$ cat config.mk
export PLATFORM = sky130hd
export DESIGN_NAME = be_lane_align
export DESIGN_NICKNAME = d
export VERILOG_FILES = /design/src/rtl/be_lsa_pkg.sv /design/src/rtl/lsa_addr_gen.sv /design/src/rtl/lsa_store_lanes.sv /design/src/rtl/lsa_load_extract.sv /design/src/rtl/be_lane_align.sv
export SDC_FILE = /design/constraint.sdc
export NUM_CORES = 1
export LEC_CHECK = 0
export BUFFER_PORTS_ARGS = -buffer_cell sky130_fd_sc_hd__buf_2
export CAP_MARGIN = 25
export CORE_ASPECT_RATIO = 1.4
export CORE_UTILIZATION = 35
export DETAILED_ROUTE_END_ITERATION = 16
export HOLD_SLACK_MARGIN = 0.02
export PLACE_DENSITY = 0.67
export SLEW_MARGIN = 40
export SYNTH_ARGS = -nofsm -noshare
export SYNTH_HDL_FRONTEND = slang
export SYNTH_SLANG_ARGS = --single-unit
$ cat constraint.sdc
create_clock -name clk_i -period 2.2 [get_ports clk_i]
set_input_delay 0.33 -clock clk_i [delete_from_list [all_inputs] [get_ports clk_i]]
set_output_delay 0.33 -clock clk_i [all_outputs]
set_load 0.05 [all_outputs]
$ cat src/rtl/be_lsa_pkg.sv
package be_lsa_pkg;
  typedef enum logic [1:0] {
    SZ_BYTE = 2'd0,
    SZ_HALF = 2'd1,
    SZ_WORD = 2'd2,
    SZ_RSVD = 2'd3
  } acc_size_e;
endpackage

$ cat src/rtl/lsa_addr_gen.sv
module lsa_addr_gen
  import be_lsa_pkg::*;
#(
  parameter int DATA_W = 32,
  parameter int OFF_W  = 16
) (
  input  logic [DATA_W-1:0] base_i,
  input  logic [OFF_W-1:0]  offset_i,
  input  acc_size_e         size_i,
  output logic [DATA_W-1:0] addr_o,
  output logic              misalign_o
);
  logic [DATA_W-1:0] off_ext;

  assign off_ext = {{(DATA_W-OFF_W){offset_i[OFF_W-1]}}, offset_i};
  assign addr_o  = base_i + off_ext;

  always_comb begin
    unique case (size_i)
      SZ_BYTE: misalign_o = 1'b0;
      SZ_HALF: misalign_o = addr_o[0];
      default: misalign_o = |addr_o[1:0];
    endcase
  end
endmodule

$ cat src/rtl/lsa_store_lanes.sv
module lsa_store_lanes
  import be_lsa_pkg::*;
#(
  parameter int DATA_W = 32,
  localparam int LANES = DATA_W / 8,
  localparam int LANE_AW = $clog2(LANES)
) (
  input  logic [LANE_AW-1:0] addr_lo_i,
  input  acc_size_e          size_i,
  input  logic               misalign_i,
  input  logic [DATA_W-1:0]  wdata_i,
  output logic [LANES-1:0]   be_o,
  output logic [DATA_W-1:0]  wdata_o
);
  logic [LANES-1:0] be_raw;

  // lane i holds address offset LANES-1-i (big-endian)
  for (genvar i = 0; i < LANES; i++) begin : g_lane
    localparam int K = LANES - 1 - i;
    always_comb begin
      unique case (size_i)
        SZ_BYTE: be_raw[i] = (addr_lo_i == LANE_AW'(K));
        SZ_HALF: be_raw[i] = (addr_lo_i[LANE_AW-1:1] == (LANE_AW-1)'(K / 2));
        default: be_raw[i] = 1'b1;
      endcase
    end
  end

  assign be_o = misalign_i ? '0 : be_raw;

  always_comb begin
    unique case (size_i)
      SZ_BYTE: wdata_o = {LANES{wdata_i[7:0]}};
      SZ_HALF: wdata_o = {(LANES/2){wdata_i[15:0]}};
      default: wdata_o = wdata_i;
    endcase
  end
endmodule

$ cat src/rtl/lsa_load_extract.sv
module lsa_load_extract
  import be_lsa_pkg::*;
#(
  parameter int DATA_W = 32,
  localparam int LANES = DATA_W / 8,
  localparam int HALVES = LANES / 2,
  localparam int LANE_AW = $clog2(LANES)
) (
  input  logic [LANE_AW-1:0] addr_lo_i,
  input  acc_size_e          size_i,
  input  logic               unsigned_i,
  input  logic [DATA_W-1:0]  rdata_i,
  output logic [DATA_W-1:0]  ldata_o
);
  logic [7:0]  lane_b [LANES];
  logic [15:0] lane_h [HALVES];
  logic [LANE_AW-1:0]   b_idx;
  logic [LANE_AW-2:0]   h_idx;
  logic [7:0]  sel_b;
  logic [15:0] sel_h;

  for (genvar i = 0; i < LANES; i++) begin : g_b
    assign lane_b[i] = rdata_i[8*i +: 8];
  end
  for (genvar j = 0; j < HALVES; j++) begin : g_h
    assign lane_h[j] = rdata_i[16*j +: 16];
  end

  assign b_idx = LANE_AW'(LANES - 1) - addr_lo_i;
  assign h_idx = (LANE_AW-1)'(HALVES - 1) - addr_lo_i[LANE_AW-1:1];
  assign sel_b = lane_b[b_idx];
  assign sel_h = lane_h[h_idx];

  always_comb begin
    unique case (size_i)
      SZ_BYTE: ldata_o = {{(DATA_W-8){sel_b[7] & ~unsigned_i}}, sel_b};
      SZ_HALF: ldata_o = {{(DATA_W-16){sel_h[15] & ~unsigned_i}}, sel_h};
      default: ldata_o = rdata_i;
    endcase
  end
endmodule

$ cat src/rtl/be_lane_align.sv
module be_lane_align
  import be_lsa_pkg::*;
#(
  parameter int DATA_W  = 32,
  parameter int OFF_W   = 16,
  parameter bit OUT_REG = 1'b1,
  localparam int LANES  = DATA_W / 8,
  localparam int LANE_AW = $clog2(LANES)
) (
  input  logic              clk_i,
  input  logic              rst_ni,
  input  logic [DATA_W-1:0] base_i,
  input  logic [OFF_W-1:0]  offset_i,
  input  logic [1:0]        size_i,
  input  logic              unsigned_i,
  input  logic              store_i,
  input  logic [DATA_W-1:0] wdata_i,
  input  logic [DATA_W-1:0] rdata_i,
  output logic [DATA_W-1:0] addr_o,
  output logic [LANES-1:0]  be_o,
  output logic [DATA_W-1:0] wdata_o,
  output logic              we_o,
  output logic              misalign_o,
  output logic [DATA_W-1:0] ldata_o
);
  acc_size_e         size_c;
  logic [DATA_W-1:0] addr_c;
  logic              mis_c;
  logic [LANES-1:0]  be_c;
  logic [DATA_W-1:0] wd_c;

  acc_size_e         out_size;
  logic              out_uns;

  assign size_c = acc_size_e'(size_i);

  lsa_addr_gen #(.DATA_W(DATA_W), .OFF_W(OFF_W)) u_addr (
    .base_i    (base_i),
    .offset_i  (offset_i),
    .size_i    (size_c),
    .addr_o    (addr_c),
    .misalign_o(mis_c)
  );

  lsa_store_lanes #(.DATA_W(DATA_W)) u_st (
    .addr_lo_i (addr_c[LANE_AW-1:0]),
    .size_i    (size_c),
    .misalign_i(mis_c),
    .wdata_i   (wdata_i),
    .be_o      (be_c),
    .wdata_o   (wd_c)
  );

  if (OUT_REG) begin : g_reg
    always_ff @(posedge clk_i or negedge rst_ni) begin
      if (!rst_ni) begin
        addr_o     <= '0;
        be_o       <= '0;
        wdata_o    <= '0;
        we_o       <= 1'b0;
        misalign_o <= 1'b0;
        out_size   <= SZ_WORD;
        out_uns    <= 1'b0;
      end else begin
        addr_o     <= addr_c;
        be_o       <= be_c;
        wdata_o    <= wd_c;
        we_o       <= store_i;
        misalign_o <= mis_c;
        out_size   <= size_c;
        out_uns    <= unsigned_i;
      end
    end

    assert_out_latency_R10: assert property (@(posedge clk_i) disable iff (!rst_ni)
      rst_ni |=> (addr_o == $past(addr_c)) && (be_o == $past(be_c)) && (we_o == $past(store_i)));
  end else begin : g_comb
    assign addr_o     = addr_c;
    assign be_o       = be_c;
    assign wdata_o    = wd_c;
    assign we_o       = store_i;
    assign misalign_o = mis_c;
    assign out_size   = size_c;
    assign out_uns    = unsigned_i;
  end

  lsa_load_extract #(.DATA_W(DATA_W)) u_ld (
    .addr_lo_i (addr_o[LANE_AW-1:0]),
    .size_i    (out_size),
    .unsigned_i(out_uns),
    .rdata_i   (rdata_i),
    .ldata_o   (ldata_o)
  );

  assert_misalign_no_lanes_R4: assert property (@(posedge clk_i) disable iff (!rst_ni)
    mis_c |-> (be_c == '0));

  assert_byte_one_lane_R2: assert property (@(posedge clk_i) disable iff (!rst_ni)
    (size_c == SZ_BYTE) |-> ($countones(be_c) == 1) && !mis_c);

  assert_word_full_R2: assert property (@(posedge clk_i) disable iff (!rst_ni)
    ((size_c == SZ_WORD || size_c == SZ_RSVD) && !mis_c) |-> (&be_c) && (addr_c[LANE_AW-1:0] == '0));

  assert_half_even_R3: assert property (@(posedge clk_i) disable iff (!rst_ni)
    ((size_c == SZ_HALF) && !mis_c) |-> !addr_c[0] && ($countones(be_c) == 2));

  assert_zero_ext_R7: assert property (@(posedge clk_i) disable iff (!rst_ni)
    (out_uns && out_size == SZ_BYTE) |-> (ldata_o[DATA_W-1:8] == '0));

  assert_sign_ext_R6: assert property (@(posedge clk_i) disable iff (!rst_ni)
    (!out_uns && out_size == SZ_BYTE) |-> (ldata_o[DATA_W-1:8] == {(DATA_W-8){ldata_o[7]}}));
endmodule

# After elaboration in Yosys (flattened, before gate mapping)
# Cells that the tools add are included.
word_totals:
  input_bits: 118
  regBits: 73
classes:
  muxes: 14
  reduce_logical: 4
  order_cmp: 2
  n_bitwise: 6
  add_sub_neg: 3
  eq_ne: 5
ops:
  columns: ["cell", "count"]
  rows:
  - ["$pmux 32 s2", 2]
  - ["$mux 16", 3]
  - ["$add 32x32->32", 1]
  - ["$bmux 8 s2", 1]
  - ["$mux 8", 2]
  - ["$pmux 1 s2", 5]
  - ["$eq 2x1->1 const B", 3]
  - ["$logic_not 2->1", 3]
  - ["$eq 2x2->1 const B", 2]
  - ["$mux 4", 1]
  - ["$ge 3x3->1 const B", 1]
  - ["$not 2->3", 1]
  - ["$and 1x1->1", 2]
  - ["$ge 2x2->1 const B", 1]
  - ["$not 1->1", 2]
  - ["$not 1->2", 1]
  - ["$reduce_or 2->1", 1]
  - ["$sub 2x2->2 const A", 1]
  - ["$sub 1x1->1 const A", 1]

# Depth between registers and ports, before layout
# Gate-level depths: netlist (run 1).
logic_depth:
  ltp_word: 7
  ltp_mapped: 9
  ltp_nobuf: 9

# Cells and area by module
# A second synthesis (run 1) with hierarchy kept.
hier_totals:
  hier_cells: 486
  area_unflattened_um2: 4849.7
modules_own_cells:
  columns: ["module", "area_each_um2", "n_inst", "cells_each"]
  rows:
  - ["be_lane_align", 1828.0, 1, 73]
  - ["lsa_addr_gen", 1756.7, 1, 244]
  - ["lsa_load_extract", 764.5, 1, 105]
  - ["lsa_store_lanes", 500.5, 1, 64]

# Worst setup path after synthesis (run 1)
# OpenSTA, ideal clock, no wires.
synth_path:
  path_type: "reg-to-output"
  startpoint: "register addr_o[1]"
  endpoint: "output port ldata_o[0]"
  required_time_ns: 1.870
  setup_slack_ns: -0.714
  arrival_time_ns: 2.584
  n_path_buf: 2
  stages_incl_launch_ff: 5
  path_cell_list: "dfrtp_1 buf_1 clkbuf_1 a31oi_1 o21ai_0"
synth_between:
  elab_chain_cells: 6
synth_rtl:
  columns: ["element", "line_no", "text"]
  rows:
  - ["from (decl)", "be_lane_align.sv:19", "output logic [DATA_W-1:0] addr_o,"]
  - ["from (signal assigned)", "be_lane_align.sv:65", "addr_o <= addr_c;"]
  - ["$sub 2x2->2 / $sub 1x1->1 (equally long branches)", "lsa_load_extract.sv:29, lsa_load_extract.sv:30", null]
  - ["$not 2->3 (implied by the code) / $not 1->2 (equally long branches)", "lsa_load_extract.sv:31, lsa_load_extract.sv:32", null]
  - ["$bmux 8 s2 / $mux 16 (equally long branches)", "lsa_load_extract.sv:31, lsa_load_extract.sv:32", null]
  - ["$mux 8 (implied by the code) / $mux 16 (equally long branches) (2 in series)", "lsa_load_extract.sv:31, lsa_load_extract.sv:32", null]
  - ["$pmux 32 s2 (*)", "lsa_load_extract.sv:35", "unique case (size_i)"]
  - ["to (decl)", "be_lane_align.sv:24", "output logic [DATA_W-1:0] ldata_o"]
# Every way passes the cells marked *; elsewhere a longest branch is shown, timed or not. The select of a mux whose other input is x is not followed.

# Worst setup path in the final report (run 1)
layout_path:
  startpoint: "register out_size[0]"
  endpoint: "output port ldata_o[6]"
layout_between:
  elab_chain_cells: 2
layout_rtl:
  columns: ["element", "line_no", "text"]
  rows:
  - ["from (decl)", "be_lane_align.sv:32", "acc_size_e out_size;"]
  - ["from (signal assigned)", "be_lane_align.sv:70", "out_size <= size_c;"]
  - ["$eq 2x1->1 / $logic_not 2->1 (equally long branches)", "lsa_load_extract.sv:35", null]
  - ["$pmux 32 s2 (*)", "lsa_load_extract.sv:35", null]
# Every way passes the cells marked *; elsewhere a longest branch is shown, timed or not.

==> reports/summary.md, run 1 <==
220 I/O pins were placed. The tools report the post-synthesis instance area as 0.004763 sq mm. Of the cells placed in the final design, the portion with a size suffix greater than 1 is 46.84%. For the count of endpoints failing hold in the final timing report, the log shows 0. The biggest area contributor in the post-synthesis netlist is dfrtp_1. The top cell type by area accounts for 37.83% of the synthesized area. The required time at the worst-slack endpoint is 1.87 ns. The logs give 3 for the initial antenna violation count and 44.3% for the combinational share of power. The total overflow left after global routing is 0. The tools report the maximum number of pins on one net before global-route repair as 47. Hold timing on the final database bottoms out at a slack of 0.1109 ns.

For the total number of H-tree levels, the log shows 3. The core region is 0.01333 sq mm. For this block, the routed nets add up to 16890 microns of wire. Relative to the synthesized area, the layout overhead comes to 52.96%. For the met3 wire length, the log shows 1188 microns. Main flop type after synthesis: dfrtp_1.

During placement, the flow inserted port buffers numbering 219. In the synthesized netlist the async set-or-reset flop fraction comes to 100.0%. For this configuration, the core starts out at a cell density of 35.75%. The shortest clock period the worst path allows after layout came out at 2.321 ns. Along the worst path, the maximum fanout reaches 10.

The finished layout holds 1007 standard cells, fillers aside. In this run the worst hold path is classified as primary input to register. The clock net in this run drives a total of 73 sinks. The mean instance size in the synthesized netlist was 9.213 sq um; the count of cell types in the netlist was 59.

In this run the power density over the cells is 788.9 mW/mm^2. The logs give -0.1210 ns for the worst setup margin and 5471 for the number of global-route vias before repair. Synthesis inferred 73 register bits.

Die boundary width: 100.6 microns. The data arrival time of the worst path was 1.99 ns. The HPWL after detailed placement is 13470 microns.

For the sequential fraction of the synthesis area, the log shows 38.38%. Counting flops with a built-in enable in the synthesized netlist gives 0. Using the TritonRoute via totals, the vias-per-cell ratio works out to 5.249. After synthesis, the most frequently instantiated cells are dfrtp_1 (72), nand2_1 (59), a21oi_1 (45). The number of pins exceeding their max-slew limit in the final report is 0.

The combined global-route utilization of all metal layers is 24.29%. The worst pin sits at a relative slew slack of 67.79%. In this run, the number of DRC markers left after iteration 0 of detailed routing was 208. In the final routed layout, each cell accounts on average for 16.77 microns. The number of detailed-routing iterations run before antenna repair is 5. The die is 140.0 microns tall. Sum of routed wire segments on met1: 6183 microns. The tools report the proportion of power drawn by the clock network as 27.9%.

Clock tree synthesis inserted a total of 9 buffers. Most used standard cell by instance count after synthesis: dfrtp_1. The tool flagged a number of max-cap violations equal to 0.

In this run, flip-flops and latches consume 27.7% of the power. Count of endpoints failing setup in the final report: 29. The number of instances in the synthesized netlist came out at 517. Routed signal wires occupy layers up through met4. The category of the worst setup path capture point is a primary output. The static leakage was 3.764 nW. The run finished, with violations left. The category of the most critical setup path is register to primary output.

The Yosys step of the flow raised 0 warnings. Summed over all failing endpoints, the final setup total negative slack is -2.285 ns. Net switching is 41.37% of the power. The checks that failed: setup timing. After the last flow step, the layout net total stands at 967.

Internal power comes to 0.003370 W. Counting every net in the synthesized netlist gives 667. For the total of fill cells in the finished design, the log shows 1231. Remaining antenna violation count after routing: 0. The period utilization was 105.5%; the worst-case setup slack after placement was -0.2697 ns. The tools report the length of routed met2 wiring as 8857 microns. The tools report the via count of the routed design as 5286. For the pin with the worst max-slew slack, the measured transition is 0.4831 ns.

The first global-routing pass estimated 26410 microns of wire. For this run, the top clock speed supported by timing is 0.4309 GHz. Ranked by total cell area, the synthesized netlist is headed by dfrtp_1 (38%), ha_1 (8.1%), a21oi_1 (4.7%).

The run gives 0.8773 as the routability congestion estimate from global placement. CTS root buffer: clkbuf_16. Setup repair after global routing could not meet its margin everywhere. In the routed design, unresolved DRC markers number 0. The analysis attributes to net switching a power of 0.002378 W. Measured on the finished design, the core utilization comes to 54.68%. The die covers 0.01409 sq mm. The tools report the number of placed instances, taps included as 981. After clock tree synthesis, the clock-pin slew on the worst setup and hold paths is 0.06 ns. The clock passes through at most 2 buffers.

The run gives 0.0004704 V as the worst supply voltage drop on vdd. The row count is 50. The kind of start point of the critical path is a register. TritonCTS built the clock tree.
cell type report:
cell class | count | area (sq um) | area share [%]
Sequential cell | 73 | 1829 | 25.11
Multi-Input combinational cell | 409 | 2905 | 39.88
Antenna cell | 3 | 7.507 | 0.1030
Clock buffer | 9 | 225.2 | 3.091
Tap cell | 182 | 227.7 | 3.126
Inverter | 13 | 48.80 | 0.6698
Timing Repair Buffer | 311 | 1942 | 26.65
Clock inverter | 7 | 100.1 | 1.374
flip-flops by register name (all words and copies together), names as in the netlist:
register	cells
misalign_o	1
wdata_o	32
be_o	4
out_size	2
we_o	1
out_uns	1
addr_o	32
critical path: stages (launching register included):
cell and delay (ns):
dfrtp_1 0.39, buf_4 0.16, or2_2 0.41, a21o_2 0.33, nand2_1 0.11, o21ai_2 0.05, buf_2 0.21
routing by layer:
metal / GRT usage [%] / vias up
met5: 0 / -
met1: 25.44 / 2482
met2: 44.77 / 264
met4: 12.13 / 0
li1: - / 2495
met3: 5.389 / 45
cells in the final DEF, fill, tap and decap left out, types with 13 or more instances in the layout:
master,count
buf_2,196
buf_4,93
dfrtp_1,71
nand2_1,59
a21oi_1,45
nor2_1,31
ha_1,31
o21ai_0,26
mux2_2,17
buf_6,16
xnor2_1,15
mux2i_1,14
a21o_1,14
inv_1,13
xor2_1,13
per-stage QoR:
stage | area, sq um | power (W)
final | 7286 | 0.005747
after global routing | 7278 | 0.006008
after CTS | 7226 | 0.005750
after detailed placement | 6716 | 0.004057
after global placement | 6708 | 0.004035
after floorplan | 4817 | 0.003245
what timing repair did:
item	in CTS	in global routing
endpoints found under the hold margin	27	0
hold buffers	1	0
buffers inserted	3	2
cloned	1	0
pin swaps	1	1
setup endpoints to repair	32	32
resized for setup	43	13
worst paths after layout:
path                       cells past startpoint  slack [ns]             startpoint                    end
hold / removal                                 1        0.11                store_i         we_o$_DFF_PN0_
max in group asynchronous                      3        1.10                 rst_ni  out_size[1]$_DFF_PN1_
setup / recovery                               6       -0.12  out_size[0]$_DFF_PN0_             ldata_o[6]
min in group asynchronous                      2        0.47                 rst_ni   addr_o[25]$_DFF_PN0_
logic make-up (layout without fill, tap and decap cells):
group / count (synthesis) / count (layout) / synth area share [%]
AND/OR/NAND/NOR: 150 / 150 / 14.58
other: 0 / 3 / 0
multiplexers: 32 / 32 / 7.197
AO/OA/AOI/OAI: 166 / 167 / 23.17
flip-flops: 73 / 73 / 38.38
buffers and inverters: 36 / 340 / 2.968
XOR/XNOR: 28 / 28 / 5.149
adder cells (fa/ha/maj): 32 / 32 / 8.563
power by group through the flow:
| stage | Sequential, W | Clock [W] | Combinational (W) |
|---|---|---|---|
| 2_1_floorplan | 0.00228 | 0 | 0.000968 |
| 3_3_place_gp | 0.00162 | 0 | 0.00242 |
| 3_5_place_dp | 0.00161 | 0 | 0.00244 |
| 4_1_cts | 0.00160 | 0.00163 | 0.00252 |
| 5_1_grt | 0.00161 | 0.00170 | 0.00270 |
| 6_report | 0.00159 | 0.00161 | 0.00255 |
Power figures use the tool's default switching activity.
==> run 2: changes to the inputs <==
--- a/config.mk
+++ b/config.mk
@@ -12,6 +12,7 @@
 export DETAILED_ROUTE_END_ITERATION = 16
 export HOLD_SLACK_MARGIN = 0.02
 export PLACE_DENSITY = 0.67
+export REMOVE_ABC_BUFFERS = 1
 export SLEW_MARGIN = 40
 export SYNTH_ARGS = -nofsm -noshare
 export SYNTH_HDL_FRONTEND = slang
==> reports/summary.md, run 2 (same netlist as run 1, synthesis figures left out) <==
The post-CTS clock slew at the launch and capture registers of the worst setup and hold paths came out at 0.06 ns (about the same). The routability congestion estimate from global placement came out at 0.8969 (+2.2%). The worst setup path is of the register to primary output kind. The worst supply voltage drop on vdd is 0.0006026 V (+28%), and the number of placed instances, taps included is 990 (+0.92%). The global routing usage on met1 was 23.06% (-2.4 points). Layer with the highest usage: met2.

TritonCTS built the clock tree. For the required time at the worst-slack endpoint, the log shows 1.87 ns (about the same). The run gives 2 (-1) as the initial antenna violation count. For the overall die area, the log shows 0.01409 sq mm (unchanged).

The core area is 0.01333 sq mm (unchanged), and the initial standard-cell utilization of the core is 35.75% (unchanged). The run gives 153 (-26%) as the number of DRC violations after detailed-routing iteration 0. Setup repair after global routing could not meet its margin everywhere. The tools report the via count of the routed design as 5199 (-1.6%).

The height of the die was 140.0 microns (unchanged). The headroom to the max-slew limit came out at 69.03% (+1.2 points). The worst setup margin is -0.05408 ns (+0.06689 ns).

The global routing met3 resource utilization is 5.888% (+0.50 points). The max-capacitance violation count was 0 (unchanged). The largest registers in the layout are addr_o x32, wdata_o x32, be_o x4. The I/O pin count is 220 (unchanged). The category of the worst setup path capture point was a primary output.

The CTS sink count is 73 (unchanged). The total power divided by cell area is 778.5 mW/mm^2 (-1.3%). The flow ran to the end, but the final reports show violations. The logs give 0.4436 GHz (+3.0%) for the achievable clock frequency and 45.24% (+0.47 points) for the met2 track utilization from global routing. For the maximum number of pins on one net before global-route repair, the log shows 46 (-2.1%). The run gives 9 (unchanged) as the number of clock buffers inserted by TritonCTS. Vias per cell: 5.102 (-2.8%).

The row count came out at 50 (unchanged). The tools report the wire length of the first global-routing pass as 25240 microns (-4.4%). Measured slew at the worst slew-check pin: 0.4645 ns (-0.01866 ns).

The worst setup path is launched from a register. The combined global-route utilization of all metal layers came out at 23.40% (-0.89 points). The placed standard-cell area was 0.006731 sq mm (+0.22%). The number of pins exceeding their max-slew limit in the final report came out at 0 (unchanged). The logs give 0.007471 sq mm (+2.5%) for the final instance area and 5 (unchanged) for the number of detailed-routing iterations run before antenna repair.

The root buffer cell chosen for the clock tree is clkbuf_16. The critical-path maximum fanout was 8 (-2); the overall overflow remaining after global route was 0 (unchanged). The number of global-route vias before repair was 5251 (-4.0%). The tools report the count of endpoints failing hold in the final timing report as 0 (unchanged). The logs give 1019 (+1.2%) for the count of placed standard cells in the final layout, fillers left out and 3 (unchanged) for the total number of H-tree levels. Compared with the post-synthesis result, the final layout area differs by 56.84%.

The die boundary width was 100.6 microns (unchanged). The shortest clock period the worst path allows after layout is 2.254 ns (-0.06689 ns). The number of I/O port buffers came out at 219 (unchanged).

DRC violation count after routing: 0 (unchanged). The half-perimeter wire length after detailed placement is 12780 microns (-5.1%), and the maximum root-to-sink buffer count is 2 (unchanged). The period utilization is 102.5% (-3.0 points). The final reports fail on setup timing. The most frequent standard cell in the layout excluding fill and tap cells was buf_2.

The library cells used most frequently in the layout, excluding fill and tap cells, are buf_2 (186), buf_4 (104), dfrtp_1 (70). The logs give 17 (-41%) for the count of endpoints failing setup in the final report and 1.92 ns (-0.07 ns) for the data arrival time of the worst path. The final routed wire length divided by cell count is 16.33 microns (-2.7%).

The remaining antenna violation count after routing is 0 (unchanged), and the static leakage is 3.884 nW (+3.2%). The routed wire length came out at 16640 microns (-1.5%). The net count reported at finish was 981 (+1.4%).

The path class of the tightest hold or removal check is primary input to register. The fraction of final layout cells with drive strength greater than 1 works out to 45.93% (-0.90 points).
## run 2: cell count changes in the layout (fill, tap and decap cells not counted), sizes merged
cell    before  now
buf        309  322
clkbuf      10   12
diode        3    1
o31ai        2    1
inv         15   14
bufbuf       0    1
## run 2: final timing paths
path	from	end	cells after the start
worst max-delay path	addr_o[1]$_DFF_PN0_	ldata_o[25]	6
worst min-delay path	store_i	we_o$_DFF_PN0_	1
max in group asynchronous	rst_ni	out_size[1]$_DFF_PN1_	3
min in group asynchronous	rst_ni	wdata_o[21]$_DFF_PN0_	2
## run 2: repair_timing
item	4_1_cts	5_1_grt
resized for setup	72	19
setup buffers	5	4
endpoints found under the setup margin	32	34
hold buffers	1	0
gates cloned	1	1
hold endpoints to repair	28	0
pin swaps	3	4
## run 2: area by class of cell
type / count / area [sq um]
clock buffers: 10 / 229.0
multi-input cells: 408 / 2868
clock inverters: 6 / 91.34
inverters: 13 / 48.80
diodes: 1 / 2.502
flip-flops and latches: 73 / 1831
repair buffers: 326 / 2173
well taps: 182 / 227.7
fillers: 1217 / 5854
## run 2: routing by layer
layer	part of all wire (%)	up-vias	wire length [microns]
li1	-	2514	-
met2	54	241	9045
met5	0.072	-	12
met1	36	2404	5982
met3	6.3	38	1047
met4	3.3	2	550
## run 2: report_power, final
part           switching [W]  leakage [nW]  internal [W]
logic                0.00171          2.87      0.000916
clock network       0.000601         0.157       0.00100
registers          0.0000651         0.855       0.00153
## run 2: stage by stage
stage | worst slack, ns | setup TNS [ns] | utilization [%] | power, W | hold WS, ns
2_1_floorplan | -0.6261 | -15.80 | - | 0.003201 | 0.03441
3_3_place_gp | -0.1916 | -2.976 | 50.45 | 0.004022 | 0.2922
3_5_place_dp | -0.2148 | -1.567 | 50.52 | 0.004035 | 0.2949
4_1_cts | -0.07155 | -1.014 | 55.26 | 0.005813 | 0.08986
5_1_grt | -0.08615 | -1.300 | 56.05 | 0.006081 | 0.08600
6_report | -0.05408 | -0.6128 | 56.07 | 0.005816 | 0.1026
## run 2: critical path, cell delays in order (launching register included)
cell and delay (ns):
dfrtp_2 0.44, mux2_4 0.34, o211ai_4 0.21, o31ai_4 0.12, buf_6 0.15, a21o_1 0.18, buf_6 0.15
==> run 3: changes to the inputs <==
--- a/config.mk
+++ b/config.mk
@@ -5,6 +5,7 @@
 export SDC_FILE = /design/constraint.sdc
 export NUM_CORES = 1
 export LEC_CHECK = 0
+export ABC_CLOCK_PERIOD_IN_PS = 2200
 export BUFFER_PORTS_ARGS = -buffer_cell sky130_fd_sc_hd__buf_2
 export CAP_MARGIN = 25
 export CORE_ASPECT_RATIO = 1.4
@@ -16,4 +17,5 @@
 export SLEW_MARGIN = 40
 export SYNTH_ARGS = -nofsm -noshare
 export SYNTH_HDL_FRONTEND = slang
+export SYNTH_HIERARCHICAL = 1
 export SYNTH_SLANG_ARGS = --single-unit
==> reports/summary.md, run 3 <==
The run finished with clean final reports. The total of fill cells in the finished design was 1241 (+2.0%); the max-capacitance violation count was 0 (unchanged). The run gives 0.0004645 V (-23%) as the worst supply voltage drop on vdd. The headroom to the max-slew limit came out at 56.08% (-13 points). The measured slew at the worst slew-check pin was 0.6587 ns (+0.1943 ns). The total internal power was 0.003397 W (-1.4%); the DRC violation count after routing was 0 (unchanged). Relative to the synthesized area, the layout overhead comes to 50.05%. For the via count of the routed design, the log shows 5069 (-2.5%).

The logs give 0.4595 GHz (+3.6%) for the achievable clock frequency and 0 (unchanged) for the number of pins exceeding their max-slew limit in the final report. Among all flip-flop cells after synthesis, the most frequent one is dfrtp_1. The largest registers in the layout are addr_o x32, wdata_o x32, be_o x4. Number of DRC violations after detailed-routing iteration 0: 193 (+26%).

The critical path buffer and inverter count was 2 (unchanged); the remaining antenna violation count after routing was 0 (unchanged). The post-CTS clock slew at the launch and capture registers of the worst setup and hold paths was 0.07 ns (about the same). Initial standard-cell utilization of the core: 36.06% (+0.31 points).

Share of flip-flops with an asynchronous set or reset after synthesis: 100.0% (unchanged). The run gives 3.667 nW (-5.6%) as the static leakage. The I/O pin count was 220 (unchanged).

For the worst hold margin, the log shows 0.1069 ns (+0.004313 ns). By count the netlist is led by dfrtp_1 (72), a21oi_1 (66), nand2_1 (35). The post-synthesis instance area came out at 0.004850 sq mm (+1.8%). TritonCTS built the clock tree. The net switching power figure was 0.002398 W (+1.1%); the routability congestion estimate from global placement was 0.9100 (+1.5%). Category of the most critical setup path: register to primary output.

The signal on the critical path passes through mux2_4 > a22oi_4 > buf_12 > o221ai_1 > buf_4. The initial antenna violation count was 3 (+1); the net count reported at finish was 938 (-4.4%). The run gives 27.7% (+0.3 points) as the part of the power in registers. The routed wire length is 16490 microns (-0.88%). The critical-path maximum fanout is 25 (+17). The cell taking the most area after synthesis is dfrtp_1. The tightest min-delay check is of the primary input to register type. The fraction of final layout cells with drive strength greater than 1 is 50.57% (+4.6 points), and the final instance area is 0.007277 sq mm (-2.6%). The logs give 40 (-13%) for the maximum number of pins on one net before global-route repair and 54.10% (-2.0 points) for the final design utilization.

The tools report the data arrival time of the worst path as 1.85 ns (-0.07 ns). Most frequent standard cell in the layout excluding fill and tap cells: buf_2. The logs give 0.01345 sq mm (+0.94%) for the core area and 44.3% (-0.8 points) for the combinational share of power.

The tools report the count of warnings emitted by yosys as 6 (+6). The final routed wire length divided by cell count works out to 16.88 microns (+3.4%). The worst stage delay on the critical path is 0.46 ns (+0.02 ns), and the total number of H-tree levels is 3 (unchanged). The mean instance size in the synthesized netlist works out to 9.979 sq um (+8.3%). The largest individual stage delay along the critical path comes from the cell dfrtp_2. The wire length of the first global-routing pass was 24560 microns (-2.7%). The number of synthesized flops with an enable pin is 0 (unchanged), and the switching share of power is 41.39% (+0.60 points). The count of placed standard cells in the final layout, fillers left out was 977 (-4.1%). The required time at the worst-slack endpoint was 1.87 ns (about the same); the height of the die was 141.3 microns (+0.89%).

The tools report the number of global-route vias before repair as 5069 (-3.5%). Sorting the synthesized cells by area gives the leading types as dfrtp_1 (37%), ha_1 (8.0%), a21oi_1 (6.8%). The run gives 0 (unchanged) as the overall overflow remaining after global route. The count of endpoints failing hold in the final timing report came out at 0 (unchanged).

The top cell family by delay on the critical path is flip-flops. The vias per cell was 5.188 (+1.7%); the period utilization was 98.91% (-3.5 points). The run gives 9 (unchanged) as the number of clock buffers inserted by TritonCTS. The placed standard-cell area is 0.006725 sq mm (about the same).

For the number of placed instances, taps included, the log shows 954 (-3.6%). Leaving out fill and tap cells, the most frequent cells in the layout are buf_2 (203), buf_4 (109), dfrtp_1 (69). Setup repair after global routing could not meet its margin everywhere. The tools report the proportion of power drawn by the clock network as 28.0% (+0.5 points). The total power divided by cell area was 796.3 mW/mm^2 (+2.3%); the half-perimeter wire length after detailed placement was 12910 microns (+1.1%). The number of I/O port buffers works out to 219 (unchanged). The tools report the kind of start point of the critical path as a register. The count of cell types in the netlist was 68 (+15%). The maximum root-to-sink buffer count was 2 (unchanged); the number of detailed-routing iterations run before antenna repair was 7 (+2).

The die boundary width was 101.5 microns (+0.88%). Synthesis-stage register bit count: 73 (unchanged). The number of instances in the synthesized netlist is 486 (-6.0%). By instance count, the leading cell after synthesis is dfrtp_1. The overall die area was 0.01434 sq mm (+1.8%); the CTS sink count was 73 (unchanged).

The tools report the sequential fraction of the synthesis area as 37.69% (-0.68 points). The proportion of netlist area held by the largest area contributor was 37.15% (-0.67 points). For the row count, the log shows 50 (unchanged). Count of endpoints failing setup in the final report: 0 (-17). The worst setup path is captured at a primary output. The tree is rooted in a clkbuf_16.

The shortest clock period the worst path allows after layout is 2.176 ns (-0.07803 ns). The combined global-route utilization of all metal layers came out at 22.27% (-1.1 points).
run 3: what timing repair did:
action,CTS,global route
hold endpoints to repair,37,0
setup endpoints to repair,36,36
buffers inserted,3,1
gates resized for setup,12,39
hold buffers,1,0
pin swaps,3,3
run 3: final timing paths:
path                                startpoint                     to  cells past startpoint
hold / removal                         store_i         we_o$_DFF_PN0_                      1
min in group asynchronous               rst_ni   addr_o[23]$_DFF_PN0_                      2
setup / recovery           addr_o[1]$_DFF_PN0_             ldata_o[9]                      5
max in group asynchronous               rst_ni  out_size[1]$_DFF_PN1_                      3
run 3: cell type report:
class,count,area [sq um],area share [%]
Multi-Input combinational cell,370,2875,39.51
Timing Repair Buffer,325,1974,27.13
Sequential cell,73,1836,25.22
Tap cell,182,227.7,3.129
Clock buffer,9,225.2,3.095
Clock inverter,7,100.1,1.376
Inverter,9,33.78,0.4642
Antenna cell,2,5.005,0.06878
run 3: cell families (layout without fill, tap and decap cells):
group                      count (synthesis)  after routing  synth area share, %
AOI/OAI and AO/OA                        180            180                26.08
muxes                                     35             35                7.843
DFF                                       73             73                37.69
adders and majority gates                 32             32                8.411
xor gates and xnor gates                  28             28                5.057
other                                      0              2                    0
and+or+nand+nor                           95             95                9.650
buffers and inverters                     43            350                5.263
run 3: routing by layer:
layer / vias up / share of wire (%) / track usage [%]
met5: - / 0.079 / 0
met4: 2 / 2.6 / 9.306
met2: 252 / 53 / 41.85
met1: 2376 / 37 / 23.12
li1: 2410 / - / -
met3: 29 / 7.3 / 5.369
run 3: power by group through the flow:
stage	combinational [W]	clock, W	sequential (W)
after detailed placement	0.00247	0	0.00162
final	0.00257	0.00162	0.00160
after floorplan	0.000928	0	0.00229
after CTS	0.00250	0.00167	0.00160
after global placement	0.00243	0	0.00162
after global routing	0.00270	0.00173	0.00162
run 3: per-stage QoR:
stage          setup TNS [ns]  total power (W)  setup WS, ns
2_1_floorplan          -13.22         0.003219       -0.5818
3_3_place_gp           -4.076         0.004053       -0.3822
3_5_place_dp           -4.423         0.004091       -0.3771
4_1_cts                     0         0.005778     0.0003206
5_1_grt              -0.08886         0.006050      -0.01845
6_report                    0         0.005795       0.02396
